[src/rtl/hdx_line_pkg.sv]
package hdx_line_pkg;
  localparam int unsigned BITS_PER_CHAR  = 10;
  localparam int unsigned HALF_CHAR_BITS = 5;
  localparam int unsigned CNT_W          = 16;

  typedef enum logic [2:0] {
    ST_IDLE, ST_GUARD, ST_DUMMY, ST_PREAMBLE, ST_DATA, ST_DRAIN
  } seq_state_t;

  typedef enum logic [1:0] {
    MODE_DIRECT   = 2'd0,
    MODE_GUARD    = 2'd1,
    MODE_DUMMY    = 2'd2,
    MODE_PREAMBLE = 2'd3
  } handover_mode_t;

  // bit ticks spent in guard; zero request falls back to the preset
  function automatic logic [CNT_W-1:0] guard_ticks(input logic [CNT_W-1:0] half_req,
                                                   input logic [CNT_W-1:0] half_preset);
    logic [CNT_W-1:0] h;
    h = (half_req == '0) ? half_preset : half_req;
    return h * CNT_W'(HALF_CHAR_BITS);
  endfunction

  // lead-in character count, never below the minimum
  function automatic logic [CNT_W-1:0] preamble_chars(input logic [CNT_W-1:0] req,
                                                      input logic [CNT_W-1:0] min_chars);
    return (req < min_chars) ? min_chars : req;
  endfunction
endpackage

[src/rtl/hdx_bit_tick.sv]
module hdx_bit_tick #(
  parameter int unsigned DIV = 8
) (
  input  logic clk,
  input  logic rst_n,
  input  logic run,
  output logic tick
);
  localparam int unsigned W = (DIV > 1) ? $clog2(DIV) : 1;
  localparam logic [W-1:0] LAST = W'(DIV - 1);

  logic [W-1:0] cnt;

  always_ff @(posedge clk or negedge rst_n) begin
    if (!rst_n)                   cnt <= '0;
    else if (!run || cnt == LAST) cnt <= '0;
    else                          cnt <= cnt + 1'b1;
  end

  assign tick = run && (cnt == LAST);
endmodule

[src/rtl/hdx_char_shifter.sv]
module hdx_char_shifter
  import hdx_line_pkg::*;
(
  input  logic       clk,
  input  logic       rst_n,
  input  logic       tick,
  input  logic       load,
  input  logic [7:0] din,
  output logic       line,
  output logic       busy,
  output logic       char_end
);
  localparam int unsigned BW = $clog2(BITS_PER_CHAR);
  localparam logic [BW-1:0] LAST_BIT = BW'(BITS_PER_CHAR - 1);

  logic [BITS_PER_CHAR-1:0] sh;
  logic [BW-1:0]            bitc;

  // stop bit is over only when its own last tick arrives
  assign char_end = busy && tick && (bitc == LAST_BIT);

  always_ff @(posedge clk or negedge rst_n) begin
    if (!rst_n) begin
      sh   <= '1;
      bitc <= '0;
      busy <= 1'b0;
    end else if (load) begin
      sh   <= {1'b1, din, 1'b0};
      bitc <= '0;
      busy <= 1'b1;
    end else if (char_end) begin
      sh   <= '1;
      busy <= 1'b0;
    end else if (busy && tick) begin
      sh   <= {1'b1, sh[BITS_PER_CHAR-1:1]};
      bitc <= bitc + 1'b1;
    end
  end

  assign line = busy ? sh[0] : 1'b1;
endmodule

[src/rtl/hdx_handover_seq.sv]
module hdx_handover_seq
  import hdx_line_pkg::*;
#(
  parameter int unsigned GUARD_W           = 8,
  parameter int unsigned CFG_CNT_W         = 4,
  parameter int unsigned GUARD_PRESET_HALF = 7,
  parameter int unsigned PREAMBLE_MIN      = 2
) (
  input  logic                 clk,
  input  logic                 rst_n,
  input  logic [1:0]           cfg_mode,
  input  logic [GUARD_W-1:0]   cfg_guard_half,
  input  logic [CFG_CNT_W-1:0] cfg_count,
  input  logic                 s_valid,
  input  logic                 s_last,
  input  logic                 tick,
  input  logic                 busy,
  input  logic                 char_end,
  output logic                 load,
  output logic                 fill,
  output logic                 s_ready,
  output logic                 drv_en,
  output logic                 tx_done,
  output logic                 guard_run
);
  localparam logic [CNT_W-1:0] PRESET = CNT_W'(GUARD_PRESET_HALF);
  localparam logic [CNT_W-1:0] PMIN   = CNT_W'(PREAMBLE_MIN);

  seq_state_t       st, st_nx;
  logic [CNT_W-1:0] cnt, cnt_nx;
  logic             slot;

  assign slot      = !busy || char_end;
  assign guard_run = (st == ST_GUARD);
  assign drv_en    = (st == ST_PREAMBLE) || (st == ST_DATA) || (st == ST_DRAIN);

  always_comb begin
    st_nx   = st;
    cnt_nx  = cnt;
    load    = 1'b0;
    fill    = 1'b0;
    s_ready = 1'b0;
    unique case (st)
      ST_IDLE: if (s_valid) begin
        unique case (handover_mode_t'(cfg_mode))
          MODE_DIRECT: st_nx = ST_DATA;
          MODE_GUARD: begin
            st_nx  = ST_GUARD;
            cnt_nx = guard_ticks(CNT_W'(cfg_guard_half), PRESET);
          end
          MODE_DUMMY: begin
            st_nx  = (cfg_count == '0) ? ST_DATA : ST_DUMMY;
            cnt_nx = CNT_W'(cfg_count);
          end
          MODE_PREAMBLE: begin
            st_nx  = ST_PREAMBLE;
            cnt_nx = preamble_chars(CNT_W'(cfg_count), PMIN);
          end
          default: st_nx = ST_DATA;
        endcase
      end
      ST_GUARD: if (tick) begin
        cnt_nx = cnt - 1'b1;
        if (cnt == CNT_W'(1)) st_nx = ST_DATA;
      end
      ST_DUMMY: begin
        if (slot && cnt != '0) begin
          load   = 1'b1;
          fill   = 1'b1;
          cnt_nx = cnt - 1'b1;
        end else if (char_end) begin
          st_nx = ST_DATA;
        end
      end
      ST_PREAMBLE: begin
        if (slot && cnt != '0) begin
          load   = 1'b1;
          fill   = 1'b1;
          cnt_nx = cnt - 1'b1;
        end else if (char_end) begin
          s_ready = 1'b1;
          load    = s_valid;
          st_nx   = (s_valid && s_last) ? ST_DRAIN : ST_DATA;
        end
      end
      ST_DATA: begin
        s_ready = slot;
        load    = slot && s_valid;
        if (slot && s_valid && s_last) st_nx = ST_DRAIN;
      end
      ST_DRAIN: if (char_end) st_nx = ST_IDLE;
      default: st_nx = ST_IDLE;
    endcase
  end

  always_ff @(posedge clk or negedge rst_n) begin
    if (!rst_n) begin
      st      <= ST_IDLE;
      cnt     <= '0;
      tx_done <= 1'b0;
    end else begin
      st      <= st_nx;
      cnt     <= cnt_nx;
      tx_done <= (st == ST_DRAIN) && char_end;
    end
  end
endmodule

[src/rtl/hdx_line_tx.sv]
module hdx_line_tx #(
  parameter int unsigned CLK_DIV           = 8,
  parameter int unsigned GUARD_W           = 8,
  parameter int unsigned CFG_CNT_W         = 4,
  parameter int unsigned GUARD_PRESET_HALF = 7,
  parameter int unsigned PREAMBLE_MIN      = 2
) (
  input  logic                 clk,
  input  logic                 rst_n,
  input  logic [1:0]           cfg_mode,
  input  logic [GUARD_W-1:0]   cfg_guard_half,
  input  logic [CFG_CNT_W-1:0] cfg_count,
  input  logic                 s_valid,
  input  logic [7:0]           s_data,
  input  logic                 s_last,
  output logic                 s_ready,
  output logic                 txd,
  output logic                 drv_en,
  output logic                 tx_done
);
  logic tick, sh_busy, char_end, load, fill, guard_run;
  logic [7:0] din;

  assign din = fill ? 8'hFF : s_data;

  hdx_bit_tick #(.DIV(CLK_DIV)) i_tick (
    .clk(clk), .rst_n(rst_n), .run(sh_busy || guard_run), .tick(tick)
  );

  hdx_char_shifter i_shift (
    .clk(clk), .rst_n(rst_n), .tick(tick), .load(load), .din(din),
    .line(txd), .busy(sh_busy), .char_end(char_end)
  );

  hdx_handover_seq #(
    .GUARD_W(GUARD_W), .CFG_CNT_W(CFG_CNT_W),
    .GUARD_PRESET_HALF(GUARD_PRESET_HALF), .PREAMBLE_MIN(PREAMBLE_MIN)
  ) i_seq (
    .clk(clk), .rst_n(rst_n), .cfg_mode(cfg_mode), .cfg_guard_half(cfg_guard_half),
    .cfg_count(cfg_count), .s_valid(s_valid), .s_last(s_last), .tick(tick),
    .busy(sh_busy), .char_end(char_end), .load(load), .fill(fill),
    .s_ready(s_ready), .drv_en(drv_en), .tx_done(tx_done), .guard_run(guard_run)
  );
endmodule

[config.mk]
export PLATFORM = sky130hd
export DESIGN_NAME = hdx_line_tx
export DESIGN_NICKNAME = d
export VERILOG_FILES = /design/src/rtl/hdx_line_pkg.sv /design/src/rtl/hdx_bit_tick.sv /design/src/rtl/hdx_char_shifter.sv /design/src/rtl/hdx_handover_seq.sv /design/src/rtl/hdx_line_tx.sv
export SDC_FILE = /design/constraint.sdc
export NUM_CORES = 1
export LEC_CHECK = 0
export ABC_AREA = 1
export ABC_CLOCK_PERIOD_IN_PS = 2400
export CAP_MARGIN = 40
export CORE_ASPECT_RATIO = 1.4
export CORE_MARGIN = 2
export CORE_UTILIZATION = 58
export CTS_CLUSTER_DIAMETER = 120
export CTS_CLUSTER_SIZE = 16
export DETAILED_ROUTE_END_ITERATION = 12
export HOLD_SLACK_MARGIN = 0.02
export PLACE_DENSITY = 0.81
export SLEW_MARGIN = 20
export SYNTH_ARGS = -nofsm -noshare
export SYNTH_HDL_FRONTEND = slang
export SYNTH_SLANG_ARGS = --single-unit
[constraint.sdc]
create_clock -name clk -period 2.4 [get_ports clk]
set_clock_uncertainty 0.2 [all_clocks]
set_input_delay 0.72 -clock clk [delete_from_list [all_inputs] [get_ports clk]]
set_output_delay 0.72 -clock clk [all_outputs]
set_load 0.02 [all_outputs]
# --- Yosys cells after proc, flatten, opt, wreduce, memory -nomap -nowiden ---
# Cells that the tools add are included.
word_totals:
  elab_cells: 102
  out_inout_bits: 4
  input_bits: 26
  register_bits: 38
op_classes:
  mux: 39
  n_eq_ne: 23
  n_mul: 1
  n_reduce_logical: 28
  n_lt_le_gt_ge: 1
  add_sub_neg: 3
ops:
  columns: ["cell", "count"]
  rows:
  - ["one-hot mux 16 bit (3 select lines)", 2]
  - ["two-way mux 16 bit", 3]
  - ["two-way mux 3 bit", 11]
  - ["two-way mux 10 bit", 3]
  - ["one-hot mux 3 bit (6 select lines)", 1]
  - ["== test 16 x 1 -> 1 bit, second input constant", 1]
  - ["multiplier 16 x 3 -> 16 bit, second input constant", 1]
  - ["two-way mux 4 bit", 4]
  - ["two-way mux 8 bit", 2]
  - ["nonzero test 16 bit", 1]
  - ["subtractor 16 x 1 -> 16 bit, second input constant", 1]
  - ["!= test 2 x 1 -> 1 bit, second input constant", 6]
  - ["one-hot mux 3 bit (4 select lines)", 1]
  - ["two-way mux 1 bit", 10]
  - ["!= test 2 bit, second input constant", 5]
  - ["== test 3 bit, second input constant", 3]
  - ["AND reduction 9 bit", 1]
  - ["logical AND 1 bit", 8]
  - ["logical NOT 8 bit", 1]
  - ["== test 3 x 2 -> 1 bit, second input constant", 2]
  - ["nonzero test 3 bit", 2]
  - ["logical OR 1 bit", 5]
  - ["AND reduction 5 bit", 1]
  - ["adder 4 x 1 -> 4 bit, second input constant", 1]
  - ["other kinds (16)", 19]

# --- Longest topological paths before layout ---
# Gate-level depths: netlist of the first run.
depth:
  ltp_word: 11
  depth_mapped: 17
  mapped_depth_nobuf: 17

# --- Cells and area by module ---
# Synthesis of the first run repeated with hierarchy kept, for this count alone.
hier_totals:
  cells_unflattened: 514
  area_unflattened_um2: 3220.6
by_module_without_submodules:
  columns: ["module", "seq_area_each_um2", "area_per_inst_um2", "cells_each", "instances"]
  rows:
  - ["hdx_handover_seq", 500.5, 2200.9, 374, 1]
  - ["hdx_char_shifter", 361.6, 808.3, 106, 1]
  - ["hdx_bit_tick", 75.1, 136.4, 14, 1]
  - ["hdx_line_tx", 0.0, 75.1, 20, 1]

# --- Least setup slack after synthesis of the first run ---
# Ideal clock, no wire load.
synth_path:
  path_kind: "input port to flip-flop"
  start: "input port cfg_guard_half[3]"
  end: "register i_seq.cnt[7]"
  setup_time_ns: 0.116
  slack_ns: -0.434
  n_path_buf: 0
  arrival_time_ns: 2.518
  t_required_ns: 2.084
  stages: 13
  cell_sequence: "nor2_1 nand4_1 nand2_1 ha_1 ha_1 fa_1 nand2_1 nand3_1 or2_2 nand3_1 nand2_1 nand2_1 nand2_1"
synth_between:
  elab_chain_cells: 6
synth_lines:
  columns: ["item", "line_no", "rtl"]
  rows:
  - ["start, declared", "hdx_line_tx.sv:11", "input logic [GUARD_W-1:0] cfg_guard_half,"]
  - ["logical NOT 8 bit", "hdx_line_pkg.sv:21", "h = (half_req == '0) ? half_preset : half_req;"]
  - ["two-way mux 8 bit *", "hdx_line_pkg.sv:21", null]
  - ["multiplier 16 x 3 -> 16 bit *", "hdx_line_pkg.sv:22", "return h * CNT_W'(HALF_CHAR_BITS);"]
  - ["one-hot mux 16 bit (3 select lines) *", "hdx_handover_seq.sv:45", "unique case (handover_mode_t'(cfg_mode))"]
  - ["two-way mux 16 bit *", "hdx_handover_seq.sv:44", "ST_IDLE: if (s_valid) begin"]
  - ["one-hot mux 16 bit (3 select lines) *", "hdx_handover_seq.sv:43", "unique case (st)"]
  - ["end signal, assigned", "hdx_handover_seq.sv:103", "cnt <= cnt_nx;"]
  - ["end, declared", "hdx_handover_seq.sv:30", "logic [CNT_W-1:0] cnt, cnt_nx;"]
# Mark *: on every way between the ends. The rest lies on a longest branch, timed or not. The select of a mux whose other input is x is not followed.
# A chain may end at the register's enable or synchronous reset.

# --- Final worst setup path of the first run ---
layout_path:
  start: "input port cfg_guard_half[4]"
  end: "register i_seq.cnt[7]"
# Same word-level chain as after synthesis.

==> metrics.csv, run 1 <==
metric,value,unit
outcome,finished with violations,
violations,negative setup slack,
cellInternalPower,1.93,mW
clk_pin_slew,0.08,ns
grtUsageTotal,37.6,%
synthTopCellsByArea,"dfrtp_1, nand2_1, ha_1, nor2_1, dfstp_2",
ys_warn_count,0,
highest_layer,met4,
portBuffers,29,
path_class,in -> reg,
power.switching,1.87,mW
dr_wl_met3,1.22,mm
syn_avg_cell_area,6.61,um2
core-area,5200,um2
wl_per_cell,19.7,um
netSwitchingFraction,49.1,%
hold_buffers,0,
syn_area,3140,um2
wl,13.1,mm
htreeDepth,2,
p_leak,2.45,nW
worstMarginPinSlew,0.336,ns
slew_viol_final,0,
comb_power_share,64.3,%
cts_root_buffer,clkbuf_8,
rows,31,
dr_wl_met2,6.33,mm
vias,4155,
synth_top_cell_by_area,dfrtp_1,
grt_overflow_total,0,
syn_to_final_growth,46.5,%
clock_sinks,37,
grt_max_degree,38,
ys_types,33,
layout-drive-gt1-share,32.7,%
fin_crit_sh,113,%
synthCells,475,
yosys.area.top_type_share,22.3,%
layout_setup_ws,-0.301,ns
ir_drop,1020,uV
cts_buffer_depth,2,
gp_congestion,0.864,
ys_ff_latch,37,
cts_tree,done,
fillers,242,
fin_crit,2.70,ns
timing.fmax,370,MHz
place_hpwl,6.34,mm
io_pins,30,
timing.setup.tns,-1.63,ns
die-area,6030,um2
power.density,826,nW/um2
wl_met1,4.12,mm
crit_required,2.40,ns
place_ws,-0.931,ns
grt_pass1_vias,4036,
power,3.80,mW
rsz0062_at_grt,true,
hp-class,reg -> reg,
initial_core_util,60.4,%
clk_latency,0.31,ns
end_kind,flip-flop,
max_cap_viol_count,0,
setup_violations,13,
final_nets,647,
firstDrtPassIters,10,
seqPwrFrac,21.5,%
seqCellArea,937,um2
hold_slack,0.354,ns
critPathLaunchType,primary input,
cp.arrival,2.70,ns
drt_iter0_markers,584,
post-route-drc-count,0,
clockPowerShare,14.2,%
final_core_util,88.6,%
multi_input_area,2150,um2
cp_max_fo,3,
die_h,91.1,um
antenna_found_initial,1,
yosysSeqAreaShare,29.8,%
ant_nets,0,
hold_viol,0,
fp.dieW,66.2,um
syn_nets,524,
timing.slew.headroom,77.5,%
vias_per_cell,6.24,
grt_pass1_wl,17.6,mm
cts_made_buffers,5,
cells in the mapped netlist, drive strengths merged:
cell and instances:
nand4 12, dfstp 9, buf 6, nand3b 2
a22oi 1, ha 22, o21ai 24, clkinv 1
nand2 153, inv 65, nand3 37, a21oi 10
or2 3, o21bai 2, fa 1, nor2 76
o22ai 1, o21a 1, nor3 2, xor2 8
dfrtp 28, clkbuf 5, a211oi 6
cell type report:
type | count | share of cell area [%]
Tap cell | 66 | 1.79
Timing Repair Buffer | 126 | 23.3
Inverter | 66 | 5.49
Sequential cell | 37 | 20.4
Multi-Input combinational cell | 362 | 46.8
Clock buffer | 7 | 2.09
Antenna cell | 1 | 0.0544
Clock inverter | 1 | 0.190
routing by layer:
metal,vias to the layer above,GRT usage (%)
li1,1751,-
met1,1854,35.3
met2,378,66.3
met3,172,10.9
met4,0,27.0
met5,-,0
critical path: stages:
cell	delay [ns]
buf_8	0.10
nor2_4	0.10
nand4_1	0.17
nand2_2	0.17
ha_4	0.22
ha_4	0.17
fa_2	0.37
nand2_2	0.10
nand3_2	0.07
or2_4	0.26
nand3_2	0.06
nand2_1	0.05
nand2_1	0.07
nand2_1	0.06
path summary, 6_finish.rpt:
| path | start | to | slack [ns] | depth (start not counted) |
|---|---|---|---|---|
| max | cfg_guard_half[4] | i_seq.cnt[7] | -0.30 | 14 |
| min | i_shift.sh[1] | i_shift.sh[0] | 0.35 | 2 |
| max reg2reg | i_tick.cnt[0] | i_seq.cnt[5] | 0.02 | 13 |
| min reg2reg | i_shift.sh[1] | i_shift.sh[0] | 0.35 | 2 |
| max in group asynchronous | rst_n | i_shift.sh[2] | 1.14 | 2 |
| min in group asynchronous | rst_n | i_seq.cnt[3] | 0.57 | 2 |
power groups by stage:
stage	Sequential, mW	Clock [mW]	Combinational [mW]
floorplan	0.840	0	1.11
global placement	0.807	0	1.94
detailed placement	0.814	0	1.99
CTS	0.804	0.522	2.07
global route	0.827	0.563	2.60
finish	0.819	0.539	2.44
flip-flops by register name, summed over array words and instances, names as in the netlist:
name and cells:
i_shift.sh 9, i_shift.busy 1, i_seq.cnt 16, i_tick.cnt 3, i_seq.tx_done 1, i_seq.st 3
i_shift.bitc 4
placed cells by master, fill, tap and decap left out, types with 6 or more instances in the layout:
| cell | synthesis | layout |
|---|---|---|
| nand2_1 | 143 | 131 |
| buf_4 | 1 | 94 |
| inv_1 | 63 | 60 |
| nor2_1 | 73 | 60 |
| dfrtp_1 | 28 | 28 |
| nand3_1 | 34 | 25 |
| clkdlybuf4s50_1 | 0 | 18 |
| ha_1 | 22 | 16 |
| nand2_2 | 5 | 15 |
| o21ai_0 | 17 | 13 |
| nand4_1 | 12 | 12 |
| nor2_2 | 2 | 9 |
| o21ai_1 | 7 | 9 |
| dfstp_2 | 9 | 9 |
| nand3_2 | 0 | 8 |
| xor2_1 | 8 | 8 |
| nor2_4 | 1 | 7 |
| nand2_4 | 5 | 7 |
| a21oi_1 | 9 | 7 |
| clkbuf_8 | 0 | 7 |
| a211oi_1 | 6 | 6 |
cell families (layout without fill, tap and decap cells):
family	Yosys count	after routing	share of synthesized area (%)
flops	37	37	29.8
fa+ha+maj	23	23	9.40
buf+inv	77	200	9.96
other cells	0	1	0
simple gates	285	286	40.2
xor+xnor	8	8	2.23
compound gates	45	45	8.36
metrics by stage:
step	cells	cell area, um2
floorplan	475	3170
global placement	637	4090
detailed placement	637	4090
CTS	661	4440
global route	665	4600
finish	666	4600
timing repair:
item | in CTS | in global routing
setup buffers | 16 | 5
cloned | 0 | 1
pin swaps | 23 | 18
resized for setup | 77 | 40
endpoints found under the setup margin | 11 | 18
(Power assumes the default switching activity.)
==> run 2, diff against run 1 <==
Settings changed: PLACE_DENSITY 0.81 to 0.8, SYNTH_HIERARCHICAL from default to 1.
==> metrics.csv, run 2 <==
metric,value,unit
path_class,reg -> reg,
place_hpwl,6.76,mm
diodes,0,
fin_crit,2.92,ns
syn_nets,560,
fin_area,4950,um2
timing.slew.headroom,64.2,%
layout-drive-gt1-share,37.6,%
power.density,836,nW/um2
ant_nets,0,
layout_setup_ws,-0.518,ns
hold_viol,0,
grt_pass1_vias,4253,
reg2reg_from,i_seq/st[1],
yosys.area.top_type_share,21.8,%
largest-register,i_seq/cnt,
synthTopCellsByArea,"dfrtp_1, nand2_1, inv_1, ha_1, dfstp_2",
outcome,finished with violations,
ys_top_cells_by_count,"nand2_1, inv_1, nor2_1",
drt_iter0_markers,1013,
fin_cells,723,
largest_register_ffs,16,
ys_warn_count,6,
syn_avg_cell_area,6.27,um2
vias_per_cell,6.60,
layout_commonest_cell,nand2_1,
fp.dieW,67.0,um
synthCells,514,
setup_violations,32,
ys_types,35,
cp_slowest_cell,dfrtp_1,
ir_drop,853,uV
grt_max_degree,38,
initial_core_util,59.1,%
vias,4771,
fin_crit_sh,122,%
critPathLaunchType,flip-flop,
top_regs,"i_seq/cnt x16, i_shift/sh x9, i_shift/bitc x4",
cts_tree,done,
max_cap_viol_count,0,
portBuffers,29,
crit_buf_inv,12,
synth_top_cell_by_area,dfrtp_1,
die-area,6170,um2
end_kind,flip-flop,
crit_top_cell,inv_2,
grtUsageTotal,40.5,%
cp.arrival,2.97,ns
placed_cell_area,4240,um2
async_flop_share,100,%
clock_sinks,37,
htreeDepth,2,
timing.fmax,343,MHz
grt_pass1_wl,19.0,mm
ys_ff_latch,37,
place_ws,-0.855,ns
final_core_util,91.0,%
crit_family,buffers and inverters,
wl_per_cell,22.7,um
crit_required,2.45,ns
min-delay-start,i_shift/sh[3],
wl_met1,4.70,mm
violations,negative setup slack,
hold_slack,0.305,ns
io_pins,30,
cts_root_buffer,clkbuf_8,
antenna_found_initial,0,
wl,16.4,mm
syn_area,3220,um2
grt_overflow_total,0,
power,4.14,mW
dr_wl_met2,7.27,mm
layout_common_cells,"nand2_1, buf_4, inv_1",
yosysSeqAreaShare,29.1,%
cts_buffer_depth,2,
synth_ff_type,dfrtp_1,
yosys.cell_count.top_type,nand2_1,
timing.setup.tns,-7.70,ns
dr_wl_met3,1.99,mm
p_leak,2.77,nW
rows,32,
post-route-drc-count,0,
worstMarginPinSlew,0.531,ns
die_h,92.2,um
placed_cells,684,
final_nets,700,
startpoint,i_seq/st[1],
firstDrtPassIters,6,
core-area,5450,um2
highest_layer,met4,
clk_latency,0.31,ns
rsz0062_at_grt,true,
slew_viol_final,0,
syn_to_final_growth,53.8,%
synth_enable_flop_cells,0,
gp_congestion,0.942,
cp_max_fo,10,
critPathMaxStageDelay,0.42,ns
clk_pin_slew,0.10,ns
hp-class,reg -> reg,
cts_made_buffers,5,
run 2: cell families after synthesis:
kind of cell	count (synthesis)	share of synthesized area [%]
and+or+nand+nor	311	41.7
buffers and inverters	100	12.7
AOI/OAI and AO/OA	43	7.65
DFF	37	29.1
adders and majority gates	20	8.00
xor gates and xnor gates	3	0.816
run 2: final cells by class:
class                           count  area, um2
Clock buffer                        5       68.8
Clock inverter                      3       43.8
Fill cell                         211        490
Inverter                           90        355
Multi-Input combinational cell    378       2270
Sequential cell                    37        937
Tap cell                           68       85.1
Timing Repair Buffer              142       1190
run 2: report_power, final:
group          internal, mW  total, mW  switching (mW)
Combinational          1.05       2.71            1.66
Sequential            0.736      0.826          0.0907
Clock                 0.313      0.601           0.289
Total                  2.10       4.14            2.04
run 2: metal layers:
| metal | global-route usage, % | up-vias |
|---|---|---|
| met5 | 0 | - |
| met4 | 27.6 | 0 |
| met3 | 6.50 | 267 |
| met2 | 73.3 | 566 |
| met1 | 40.8 | 2078 |
| li1 | - | 1860 |
run 2: worst paths after layout:
| check | slack (ns) | to | depth (start not counted) |
|---|---|---|---|
| hold reg to reg | 0.31 | i_shift/sh[3] | 2 |
| setup / recovery | -0.52 | i_shift/sh[1] | 25 |
| min in group asynchronous | 0.60 | i_seq/st[2] | 2 |
| setup reg to reg | -0.52 | i_shift/sh[1] | 25 |
| hold / removal | 0.31 | i_shift/sh[3] | 2 |
| max in group asynchronous | 1.13 | i_shift/sh[0] | 2 |
run 2: worst register-to-register path, cell delays in order, from the launching register on:
cell and delay, ns:
dfrtp_1 0.42, inv_2 0.09, nand3_4 0.10, inv_2 0.10, inv_2 0.05, nand2_4 0.06, nand2_2 0.05, inv_2 0.09
nand2_4 0.08, clkinv_4 0.06, nand2_4 0.06, inv_4 0.08, nor2_4 0.04, inv_2 0.07, nand3_4 0.08, buf_4 0.15
nand2_1 0.12, nand2_2 0.12, nand2_2 0.14, inv_4 0.05, buf_4 0.13, buf_12 0.14, o21ai_2 0.17, inv_1 0.09
nand2_1 0.09, nand2_1 0.07
run 2: repair_timing:
| item | in CTS | in global routing |
|---|---|---|
| setup endpoints to repair | 28 | 33 |
| setup buffers | 21 | 13 |
| cloned | 2 | 0 |
| hold endpoints to repair | 0 | 0 |
| gates resized for setup | 93 | 52 |
| hold buffers | 0 | 0 |
| pin swaps | 30 | 33 |
==> run 3, diff against run 2 <==
Settings changed: CORE_UTILIZATION 58 to 60, CTS_BUF_LIST from default to sky130_fd_sc_hd__clkbuf_8, PLACE_DENSITY 0.8 to 0.83, SLEW_MARGIN 20 to 40.
==> metrics.csv, run 3 <==
metric,value,unit
outcome,stopped before the end,
haltStage,global routing (5_1_grt),
first-error,[ERROR GRT-0232] Routing congestion too high. Check the congestion heatmap in the GUI.,
cts_buffer_depth,2,
gp_congestion,0.961,
ys_ff_latch,37,
synthCells,514,
grt_max_degree,38,
syn_area,3220,um2
ys_types,35,
ys_top_cells_by_count,"nand2_1, inv_1, nor2_1",
fp.dieW,65.9,um
initial_core_util,62.4,%
clock_sinks,37,
async_flop_share,100,%
syn_nets,560,
grtUsageTotal,103,%
synth_ff_type,dfrtp_1,
synth_enable_flop_cells,0,
place_hpwl,6.74,mm
grt-worst-endpoint,s_ready,
grt_overflow_total,730,
htreeDepth,2,
io_pins,30,
cts_made_buffers,5,
rows,31,
worst_endpoint_kind,output port,
syn_avg_cell_area,6.27,um2
yosys.cell_count.top_type,nand2_1,
synthTopCellsByArea,"dfrtp_1, nand2_1, inv_1, ha_1, dfstp_2",
ys_warn_count,6,
hold_buffers,0,
yosysSeqAreaShare,29.1,%
portBuffers,29,
synth_top_cell_by_area,dfrtp_1,
yosys.area.top_type_share,21.8,%
cts_root_buffer,clkbuf_8,
die_h,90.7,um
[run 3: cell counts after synthesis]
No cell type changed its count.
[run 3: metal layers]
metal,global-route usage [%],GRT overflow
met5,1.92,0
met4,116,140
met3,64.7,1
met2,146,583
met1,89.4,6
[run 3: per-stage QoR]
step / instance area (um2) / setup WS, ns / hold slack [ns] / TNS, ns / std cells
after floorplan: 3290 / -0.109 / 0.207 / -0.468 / 514
after global placement: 4240 / -0.706 / 0.220 / -8.52 / 682
after detailed placement: 4240 / -0.790 / 0.252 / -10.64 / 682
after CTS: 4640 / -0.326 / 0.272 / -0.583 / 706
[run 3: kinds of logic after synthesis]
logic type	synth area share, %
adder cells (fa/ha/maj)	8.00
buffers and inverters	12.7
AND/OR/NAND/NOR	41.7
AO/OA/AOI/OAI	7.65
XOR/XNOR	0.816
flip-flops	29.1
[run 3: timing repair]
item | CTS
setup buffers | 18
cloned | 1
pin swaps | 27
endpoints found under the setup margin | 30
gates resized for setup | 91
==> run 4, diff against run 3 <==
Settings changed: CORE_ASPECT_RATIO 1.4 to default, CORE_UTILIZATION 60 to 40, CTS_BUF_LIST sky130_fd_sc_hd__clkbuf_8 to default, CTS_CLUSTER_DIAMETER 120 to default, CTS_CLUSTER_SIZE 16 to default, HOLD_SLACK_MARGIN 0.02 to default, PLACE_DENSITY 0.83 to default, PLACE_DENSITY_LB_ADDON from default to 0.15.
==> metrics.csv, run 4 (synthesis results as in run 2) <==
metric,value,unit
core-area,7770,um2
crit_buf_inv,5,
reg2reg_to,i_shift/sh[6],
rows,32,
hold_viol,0,
critPathMaxStageDelay,0.39,ns
timing.slew.headroom,66.1,%
layout-drive-gt1-share,39.5,%
grt_overflow_total,0,
fin_crit,2.68,ns
place_ws,-0.750,ns
worstMarginPinSlew,0.508,ns
cp-endpoint,s_ready,
vias_per_cell,4.69,
cts_buffer_depth,2,
drt_iter0_markers,160,
fin_area,5120,um2
slew_viol_final,0,
largest-register,i_seq/cnt,
cts_made_buffers,5,
crit_family,flip-flops,
setup_violations,6,
htreeDepth,2,
grt_pass1_wl,15.0,mm
cp.depth,13,
power.switching,1.64,mW
wl_per_cell,11.9,um
layout_setup_ws,-0.283,ns
fin_crit_sh,112,%
hp-class,reg -> reg,
gp_congestion,0.855,
layout_common_cells,"nand2_1, buf_4, inv_1",
die-area,8790,um2
grtUsageTotal,20.9,%
rsz0062_at_grt,true,
end_kind,primary output,
ant_nets,0,
place_hpwl,6.26,mm
cp_max_fo,3,
clockPowerShare,15.6,%
ir_drop,679,uV
diodes,0,
largest_register_ffs,16,
syn_to_final_growth,58.9,%
outcome,finished with violations,
timing.fmax,373,MHz
critPathLaunchType,flip-flop,
io_pins,30,
portBuffers,29,
fp.dieW,93.7,um
final_nets,706,
cts_root_buffer,clkbuf_8,
cellInternalPower,2.11,mW
timing.setup.tns,-0.569,ns
netSwitchingFraction,43.7,%
clk_latency,0.30,ns
vias,3581,
layout_commonest_cell,nand2_1,
post-route-drc-count,0,
reg2reg_from,i_tick/cnt[0],
top_regs,"i_seq/cnt x16, i_shift/sh x9, i_shift/bitc x4",
grt_max_degree,38,
wl,9.07,mm
power,3.75,mW
initial_core_util,41.5,%
power.density,732,nW/um2
cp_slowest_cell,dfrtp_1,
cts_tree,done,
startpoint,i_tick/cnt[0],
path_class,reg -> out,
grt_pass1_vias,3428,
firstDrtPassIters,4,
p_leak,2.83,nW
placed_cell_area,4340,um2
max_cap_viol_count,0,
antenna_found_initial,0,
comb_power_share,62.9,%
multi_input_area,2290,um2
clk_pin_slew,0.08,ns
seqCellArea,937,um2
r2r.worst_path.cells,21,
crit_required,1.48,ns
fillers,690,
path_cells,"ha_2, ha_4, nand2_2, inv_2, nand2_4, clkinv_4, nand2_4, inv_4, nor2_4, inv_2, nand3_4, o21ai_4, buf_6",
die_h,93.7,um
clock_sinks,37,
reg2reg_slack,0.06,ns
violations,negative setup slack,
cp.arrival,1.76,ns
seqPwrFrac,21.5,%
## run 4: cell type report
class	instances	share of cell area [%]
inverters	90	7.14
flip-flops and latches	37	18.3
clock buffers	7	2.32
well taps	102	2.49
repair buffers	148	24.8
multi-input cells	378	44.8
clock inverters	1	0.0978
## run 4: stage by stage
step	hold slack, ns	cells	util (%)
after detailed placement	0.235	728	55.9
after CTS	0.272	756	61.4
after floorplan	0.207	514	-
after global placement	0.220	728	55.9
after global routing	0.289	763	65.9
final	0.264	763	65.9
## run 4: worst min-delay path, stage by stage, from the launching register on
cell     delay (ns)
dfstp_2        0.37
nand2_1        0.05
nand2_1        0.04
## run 4: worst min-delay path by stage
stage	startpoint	depth (start not counted)	end	slack [ns]
6_report	i_shift/sh[7]	2	i_shift/sh[7]	0.26
5_1_grt	i_shift/sh[2]	2	i_shift/sh[2]	0.29
4_1_cts	i_shift/sh[2]	2	i_shift/sh[2]	0.27
3_5_place_dp	i_tick/cnt[0]	1	i_tick/cnt[0]	0.24
3_3_place_gp	i_tick/cnt[0]	1	i_tick/cnt[0]	0.22
2_1_floorplan	i_tick/cnt[0]	1	i_tick/cnt[0]	0.21
## run 4: power groups by stage
stage | combinational (mW) | clock (mW) | sequential (mW)
6_report | 2.36 | 0.584 | 0.806
5_1_grt | 2.62 | 0.616 | 0.819
4_1_cts | 2.21 | 0.597 | 0.807
3_5_place_dp | 2.06 | 0 | 0.814
3_3_place_gp | 2.04 | 0 | 0.811
2_1_floorplan | 1.20 | 0 | 0.843
## run 4: metal layers
metal / wire length [um] / track usage (%) / vias up
met1: 4280 / 28.1 / 1629
met2: 4330 / 34.8 / 70
met3: 358 / 4.09 / 12
met5: 0 / 0 / -
li1: - / - / 1870
met4: 100 / 4.59 / 0
## run 4: timing repair
| item | CTS | global route |
|---|---|---|
| setup buffers | 20 | 10 |
| pin swaps | 29 | 64 |
| resized for setup | 85 | 77 |
| hold buffers | 0 | 0 |
| setup endpoints to repair | 31 | 33 |
| gates cloned | 0 | 2 |
